<file path="src/rtl/blank_ilv_pkg.sv">
package blank_ilv_pkg;
  typedef enum logic [2:0] {
    GAP_NONE   = 3'd0,
    GAP_VBLANK = 3'd1,
    GAP_HSYNC  = 3'd2,
    GAP_HBACK  = 3'd3,
    GAP_HFRONT = 3'd4
  } gap_e;

  localparam int unsigned NUM_KINDS = 4;
  localparam int unsigned KIND_W    = 2;
endpackage

</file>
<file path="src/rtl/gap_classifier.sv">
module gap_classifier
  import blank_ilv_pkg::*;
#(
  parameter int unsigned VB_W = 16,
  parameter int unsigned H_W  = 8,
  localparam int unsigned CNT_W = (VB_W > H_W) ? VB_W : H_W
) (
  input  logic                  clk_i,
  input  logic                  rst_ni,
  input  logic                  gap_active_i,
  input  logic [KIND_W-1:0]     gap_kind_i,
  input  logic [NUM_KINDS-1:0]  lp_sel_i,
  input  logic [VB_W-1:0]       win_vb_i,
  input  logic [3*H_W-1:0]      win_h_i,
  output gap_e                  kind_o,
  output logic [KIND_W-1:0]     idx_o,
  output logic                  link_lp_o,
  output logic                  blank_o,
  output logic                  load_o,
  output logic [CNT_W-1:0]      load_val_o
);
  // horizontal windows by kind index: sync, back porch, front porch
  logic [CNT_W-1:0] win_by_kind [NUM_KINDS];
  localparam int unsigned H_LANE [3] = '{2, 0, 1};

  assign win_by_kind[0] = CNT_W'(win_vb_i);
  for (genvar g = 1; g < NUM_KINDS; g++) begin : g_hwin
    assign win_by_kind[g] = CNT_W'(win_h_i[H_LANE[g-1]*H_W +: H_W]);
  end

  logic              act_q;
  logic [KIND_W-1:0] idx_q;
  logic              start;

  assign start      = gap_active_i && (!act_q || gap_kind_i != idx_q);
  assign load_o     = start;
  assign load_val_o = lp_sel_i[gap_kind_i] ? win_by_kind[gap_kind_i] : '0;

  always_ff @(posedge clk_i or negedge rst_ni) begin
    if (!rst_ni) begin
      act_q     <= 1'b0;
      idx_q     <= '0;
      kind_o    <= GAP_NONE;
      link_lp_o <= 1'b0;
      blank_o   <= 1'b0;
    end else begin
      act_q <= gap_active_i;
      if (gap_active_i) begin
        idx_q     <= gap_kind_i;
        kind_o    <= gap_e'({1'b0, gap_kind_i} + 3'd1);
        link_lp_o <= lp_sel_i[gap_kind_i];
        blank_o   <= !lp_sel_i[gap_kind_i];
      end else begin
        kind_o    <= GAP_NONE;
        link_lp_o <= 1'b0;
        blank_o   <= 1'b0;
      end
    end
  end

  assign idx_o = idx_q;
endmodule

</file>
<file path="src/rtl/win_timer.sv">
module win_timer #(
  parameter int unsigned CNT_W = 16
) (
  input  logic             clk_i,
  input  logic             rst_ni,
  input  logic             load_i,
  input  logic [CNT_W-1:0] load_val_i,
  input  logic             clear_i,
  output logic [CNT_W-1:0] cnt_o
);
  always_ff @(posedge clk_i or negedge rst_ni) begin
    if (!rst_ni)             cnt_o <= '0;
    else if (load_i)         cnt_o <= load_val_i;
    else if (clear_i)        cnt_o <= '0;
    else if (cnt_o != '0)    cnt_o <= cnt_o - 1'b1;
  end
endmodule

</file>
<file path="src/rtl/cmd_arbiter.sv">
module cmd_arbiter
  import blank_ilv_pkg::*;
#(
  parameter int unsigned LEN_W = 16,
  parameter int unsigned OVH_W = 8,
  parameter int unsigned CNT_W = 16,
  localparam int unsigned COST_W = ((LEN_W > CNT_W) ? LEN_W : CNT_W) + 1
) (
  input  logic                 clk_i,
  input  logic                 rst_ni,
  input  logic                 in_gap_i,
  input  logic                 link_lp_i,
  input  logic [KIND_W-1:0]    idx_i,
  input  logic [CNT_W-1:0]     cnt_i,
  input  logic [NUM_KINDS-1:0] hs_en_i,
  input  logic [NUM_KINDS-1:0] lp_en_i,
  input  logic [OVH_W-1:0]     ovh_i,
  input  logic                 req_i,
  input  logic [LEN_W-1:0]     len_i,
  input  logic                 req_lp_i,
  input  logic                 done_i,
  output logic                 gnt_o
);
  logic              busy_q;
  logic              win_open;
  logic              kind_en;
  logic [COST_W-1:0] cost;

  assign win_open = in_gap_i && link_lp_i && (cnt_i != '0);
  assign kind_en  = req_lp_i ? lp_en_i[idx_i] : hs_en_i[idx_i];
  assign cost     = COST_W'(len_i) + (req_lp_i ? '0 : COST_W'(ovh_i));
  assign gnt_o    = win_open && kind_en && req_i && !busy_q &&
                    (cost <= COST_W'(cnt_i));

  always_ff @(posedge clk_i or negedge rst_ni) begin
    if (!rst_ni)      busy_q <= 1'b0;
    else if (gnt_o)   busy_q <= 1'b1;
    else if (done_i)  busy_q <= 1'b0;
  end
endmodule

</file>
<file path="src/rtl/blank_cmd_interleaver.sv">
module blank_cmd_interleaver
  import blank_ilv_pkg::*;
#(
  parameter int unsigned VB_W  = 16,
  parameter int unsigned H_W   = 8,
  parameter int unsigned LEN_W = 16,
  parameter int unsigned OVH_W = 8,
  localparam int unsigned CNT_W = (VB_W > H_W) ? VB_W : H_W
) (
  input  logic                 clk_i,
  input  logic                 rst_ni,
  input  logic                 gap_active_i,
  input  logic [KIND_W-1:0]    gap_kind_i,
  input  logic [NUM_KINDS-1:0] lp_sel_i,
  input  logic [NUM_KINDS-1:0] hs_ilv_en_i,
  input  logic [NUM_KINDS-1:0] lp_ilv_en_i,
  input  logic [VB_W-1:0]      win_vb_i,
  input  logic [3*H_W-1:0]     win_h_i,
  input  logic [OVH_W-1:0]     hs_ovh_i,
  input  logic                 cmd_req_i,
  input  logic [LEN_W-1:0]     cmd_len_i,
  input  logic                 cmd_lp_i,
  input  logic                 cmd_done_i,
  output logic [2:0]           gap_kind_o,
  output logic                 link_lp_o,
  output logic                 blank_req_o,
  output logic                 cmd_gnt_o
);
  gap_e              kind;
  logic [KIND_W-1:0] idx;
  logic              lp_q;
  logic              blank_q;
  logic              load;
  logic [CNT_W-1:0]  load_val;
  logic [CNT_W-1:0]  win_cnt;

  gap_classifier #(.VB_W(VB_W), .H_W(H_W)) u_cls (
    .clk_i, .rst_ni, .gap_active_i, .gap_kind_i, .lp_sel_i, .win_vb_i, .win_h_i,
    .kind_o(kind), .idx_o(idx), .link_lp_o(lp_q), .blank_o(blank_q),
    .load_o(load), .load_val_o(load_val)
  );

  win_timer #(.CNT_W(CNT_W)) u_tmr (
    .clk_i, .rst_ni, .load_i(load), .load_val_i(load_val),
    .clear_i(!gap_active_i), .cnt_o(win_cnt)
  );

  cmd_arbiter #(.LEN_W(LEN_W), .OVH_W(OVH_W), .CNT_W(CNT_W)) u_arb (
    .clk_i, .rst_ni, .in_gap_i(kind != GAP_NONE), .link_lp_i(lp_q), .idx_i(idx),
    .cnt_i(win_cnt), .hs_en_i(hs_ilv_en_i), .lp_en_i(lp_ilv_en_i), .ovh_i(hs_ovh_i),
    .req_i(cmd_req_i), .len_i(cmd_len_i), .req_lp_i(cmd_lp_i), .done_i(cmd_done_i),
    .gnt_o(cmd_gnt_o)
  );

  assign gap_kind_o  = kind;
  assign link_lp_o   = lp_q;
  assign blank_req_o = blank_q;
endmodule

</file>
<file path="config.mk">
export PLATFORM = sky130hd
export DESIGN_NAME = blank_cmd_interleaver
export DESIGN_NICKNAME = d
export VERILOG_FILES = /design/src/rtl/blank_ilv_pkg.sv /design/src/rtl/gap_classifier.sv /design/src/rtl/win_timer.sv /design/src/rtl/cmd_arbiter.sv /design/src/rtl/blank_cmd_interleaver.sv
export SDC_FILE = /design/constraint.sdc
export NUM_CORES = 1
export LEC_CHECK = 0
export CAP_MARGIN = 40
export CORE_MARGIN = 8
export CORE_UTILIZATION = 47
export DETAILED_ROUTE_END_ITERATION = 16
export GPL_TIMING_DRIVEN = 0
export MAX_ROUTING_LAYER = met4
export PLACE_DENSITY = 0.82
export REMOVE_ABC_BUFFERS = 1
export SLEW_MARGIN = 5
export SYNTH_ARGS = -nofsm -noshare
export SYNTH_HDL_FRONTEND = slang
export SYNTH_HIERARCHICAL = 1
export SYNTH_SLANG_ARGS = --single-unit
</file>
<file path="constraint.sdc">
create_clock -name clk_i -period 6.99 [get_ports clk_i]
set_input_delay 1.7475 -clock clk_i [delete_from_list [all_inputs] [get_ports clk_i]]
set_output_delay 1.7475 -clock clk_i [all_outputs]
set_load 0.01 [all_outputs]
</file>
==> metrics <==
Final HPWL DP=6000 um; Req. time, crit path=5.24 ns; Crit Path Class=input pin to primary output; cell count after synthesis=302; clk_lat worst skew=0.26 ns; Slew @ Worst Pin=0.927 ns; Post-synth EDFFs=0; fmax=146 MHz; global route overflow=0; max-slew violation count=0; std cell rows=28; first-pass GRT wire length=12400 um; Final #Nets=508; number of diodes=0; Netlist cell types=61; drt via density=5.64; # setup viols final=0; DRC violations left=0; antenna-violating nets left=0; die width=92.4 um; layout cells sized above 1=15.9%; core area=5780 um^2; clk_skew=0.00413 ns; Hold WS=0.553 ns; number of iterations in the first detailed-routing pass=6; Async SR Flop Fraction=100%; vias in the first global route=2851; P&R area growth vs syn=41.5%; Leakage=0.00157 uW; clk buf depth=2; CP arrival=5.09 ns; root buffer cell=clkbuf_8; Critical R2R Capture=u_tmr/cnt_o[0]; DRT met1 WL=3110 um; CTS Buf Count=3; mean post-synth cell area=9.09 um^2; Worst Setup End Kind=primary output; r2r startpoint=u_cls/idx_o[1]; slew margin rel.=38.0%; placed cells=460; most frequent cells in the layout=clkdlybuf4s50_1 (86), inv_1 (28), ha_1 (25), dfrtp_1 (25), nor2_1 (19); hold crit path type=flip-flop to flip-flop; final wirelength=7430 um; synthesized flop and latch total=25; Power per Cell Area=164 nW/um^2; IO buf count=89; largest net degree at the start of global routing=15; Yosys Warn Count=6; register area share after synthesis=22.8%; peak supply drop=0.112 mV; synthesized cell area=2740 um^2; Main synth FF type=dfrtp_1; Util after Layout=67.2%; Final Critical Period=6.83 ns; crit path launch type=input pin; critical path startpoint=cmd_lp_i; Tcrit/Tclk final=97.8%; slowest cell on the critical path=fa_2; most common cell after layout, fill and taps aside=clkdlybuf4s50_1; vias after detailed routing=2658; CTS tree=yes; initial core utilization=47.5%; CP endpoint=cmd_gnt_o; Die Y-Extent=92.4 um; CP max FO=11; Reg2Reg Depth=7; Die Outline Area=8540 um^2; Hold-fix buffers, CTS=0; max layer used=met4; drt initial violations=85; critical-path cell list=clkdlybuf4s15_2 -> nor2b_4 -> ha_2 -> inv_2 -> fa_2 -> nor2b_4 -> o2111ai_2 -> a32oi_2 -> buf_4 -> nand3_4 -> xnor2_2 -> ha_1 -> buf_4 -> o21ai_0 -> nor3_2 -> nor3_2 -> buf_2; r2r setup slk=4.39 ns; routed length on met3=365 um; Clk pin slew, worst setup/hold paths=0.08 ns; Worst path max stage delay=0.41 ns; GP Congestion=0.930; Routed wire per std cell=15.8 um; Max Cap Viol=0; status=complete, no violations; IO Pins=90; initial antenna violation count=0; H-tree Lvls=1; Layout fillers=459; CTS Sinks=25; Post-Layout Cell Count=471; met2 wire length=3810 um; total count of hold-check failures in the final report=0; all-layer global routing usage=17.9%
## cells by family after synthesis
group	Yosys count	share of synthesized area [%]
muxes	14	10.0
and+or+nand+nor	113	24.2
DFF	25	22.8
buffers and inverters	37	5.65
AOI/OAI and AO/OA	64	17.7
adders and majority gates	27	12.6
xor gates and xnor gates	22	7.02
## how the worst min path moves through the flow
stage | startpoint | depth (start not counted) | endpoint
5_1_grt | u_arb/busy_q | 2 | u_arb/busy_q
6_report | u_arb/busy_q | 2 | u_arb/busy_q
3_3_place_gp | u_arb/busy_q | 2 | u_arb/busy_q
2_1_floorplan | u_arb/busy_q | 2 | u_arb/busy_q
3_5_place_dp | u_arb/busy_q | 2 | u_arb/busy_q
4_1_cts | u_arb/busy_q | 2 | u_arb/busy_q
## per-stage QoR
step	area (um^2)	worst slack [ns]	power, uW	TNS (ns)
3_3_place_gp	3680	-0.744	519	-0.744
6_report	3880	0.155	635	0
2_1_floorplan	2700	0.726	417	0
3_5_place_dp	3710	-0.885	532	-0.885
4_1_cts	3790	0.0422	621	0
5_1_grt	3880	-0.0779	687	-0.0779
## final cells by class
| type | count | area [um^2] | share of cell area [%] |
|---|---|---|---|
| clock buffer | 4 | 45.0 | 1.16 |
| inverter | 29 | 109 | 2.80 |
| multi-input combinational | 240 | 2040 | 52.6 |
| sequential | 25 | 626 | 16.1 |
| tap | 75 | 93.8 | 2.42 |
| timing repair buffer | 98 | 968 | 24.9 |
## sequential cells by signal, summed over array words and instances (netlist names)
signal	flops
u_cls/kind_o	3
u_cls/idx_o	2
u_tmr/cnt_o	16
u_cls/act_q	1
u_arb/busy_q	1
u_cls/link_lp_o	1
u_cls/blank_o	1
## critical path: cells and delay by family
kind            cells  cell delay (ns)
buf+inv             5             0.83
fa+ha+maj           3             0.90
simple gates        5             0.63
compound gates      3             0.81
xor+xnor            1             0.15
## per-layer routing
layer | GRT usage, % | up-vias
met5 | - | -
met1 | 20.5 | 1239
met2 | 31.0 | 101
met3 | 2.59 | 14
met4 | 6.31 | 0
li1 | - | 1304
## Yosys cell counts (2+ instances only)
master | n | area share [%]
mux2_2 | 2 | 0.82
a21o_1 | 3 | 0.82
a211oi_1 | 6 | 1.6
mux4_1 | 2 | 1.9
nor3_1 | 4 | 0.73
ha_1 | 26 | 12
nor4_1 | 6 | 1.4
o41ai_1 | 3 | 0.96
inv_1 | 29 | 4.0
buf_4 | 2 | 0.55
nand3_1 | 10 | 1.8
xor2_1 | 4 | 1.3
a22oi_1 | 5 | 1.4
and2_1 | 12 | 2.7
nor2b_1 | 7 | 1.6
dfrtp_1 | 25 | 23
a31oi_1 | 3 | 0.68
nor3b_1 | 2 | 0.55
nand4b_1 | 2 | 0.64
and2_2 | 8 | 2.2
clkbuf_1 | 4 | 0.55
o31ai_1 | 2 | 0.55
a21oi_1 | 12 | 2.2
nor2_1 | 20 | 2.7
nor3_2 | 4 | 1.5
mux4_2 | 8 | 6.6
mux2i_1 | 2 | 0.73
or3_1 | 2 | 0.46
and3_1 | 3 | 0.68
nand2_1 | 15 | 2.1
a2111oi_2 | 2 | 1.1
nand2b_1 | 5 | 1.1
a32oi_1 | 3 | 0.96
xnor2_1 | 18 | 5.7
nand4_1 | 6 | 1.4
o21ai_0 | 9 | 1.6
a21oi_2 | 2 | 0.64
## report_power, final
group          total, uW  internal (uW)  switching (uW)
Sequential           206            166            39.7
Combinational        346            176             170
Clock               83.5           40.7            42.8
Total                635            383             253
## repair_timing
| action | 4_1_cts | 5_1_grt |
|---|---|---|
| resized for setup | 9 | 16 |
| pin swaps | 3 | 12 |
| endpoints found under the setup margin | 1 | 1 |
| setup buffers | 2 | 5 |
No activity file was read; power rests on OpenSTA's default activity.
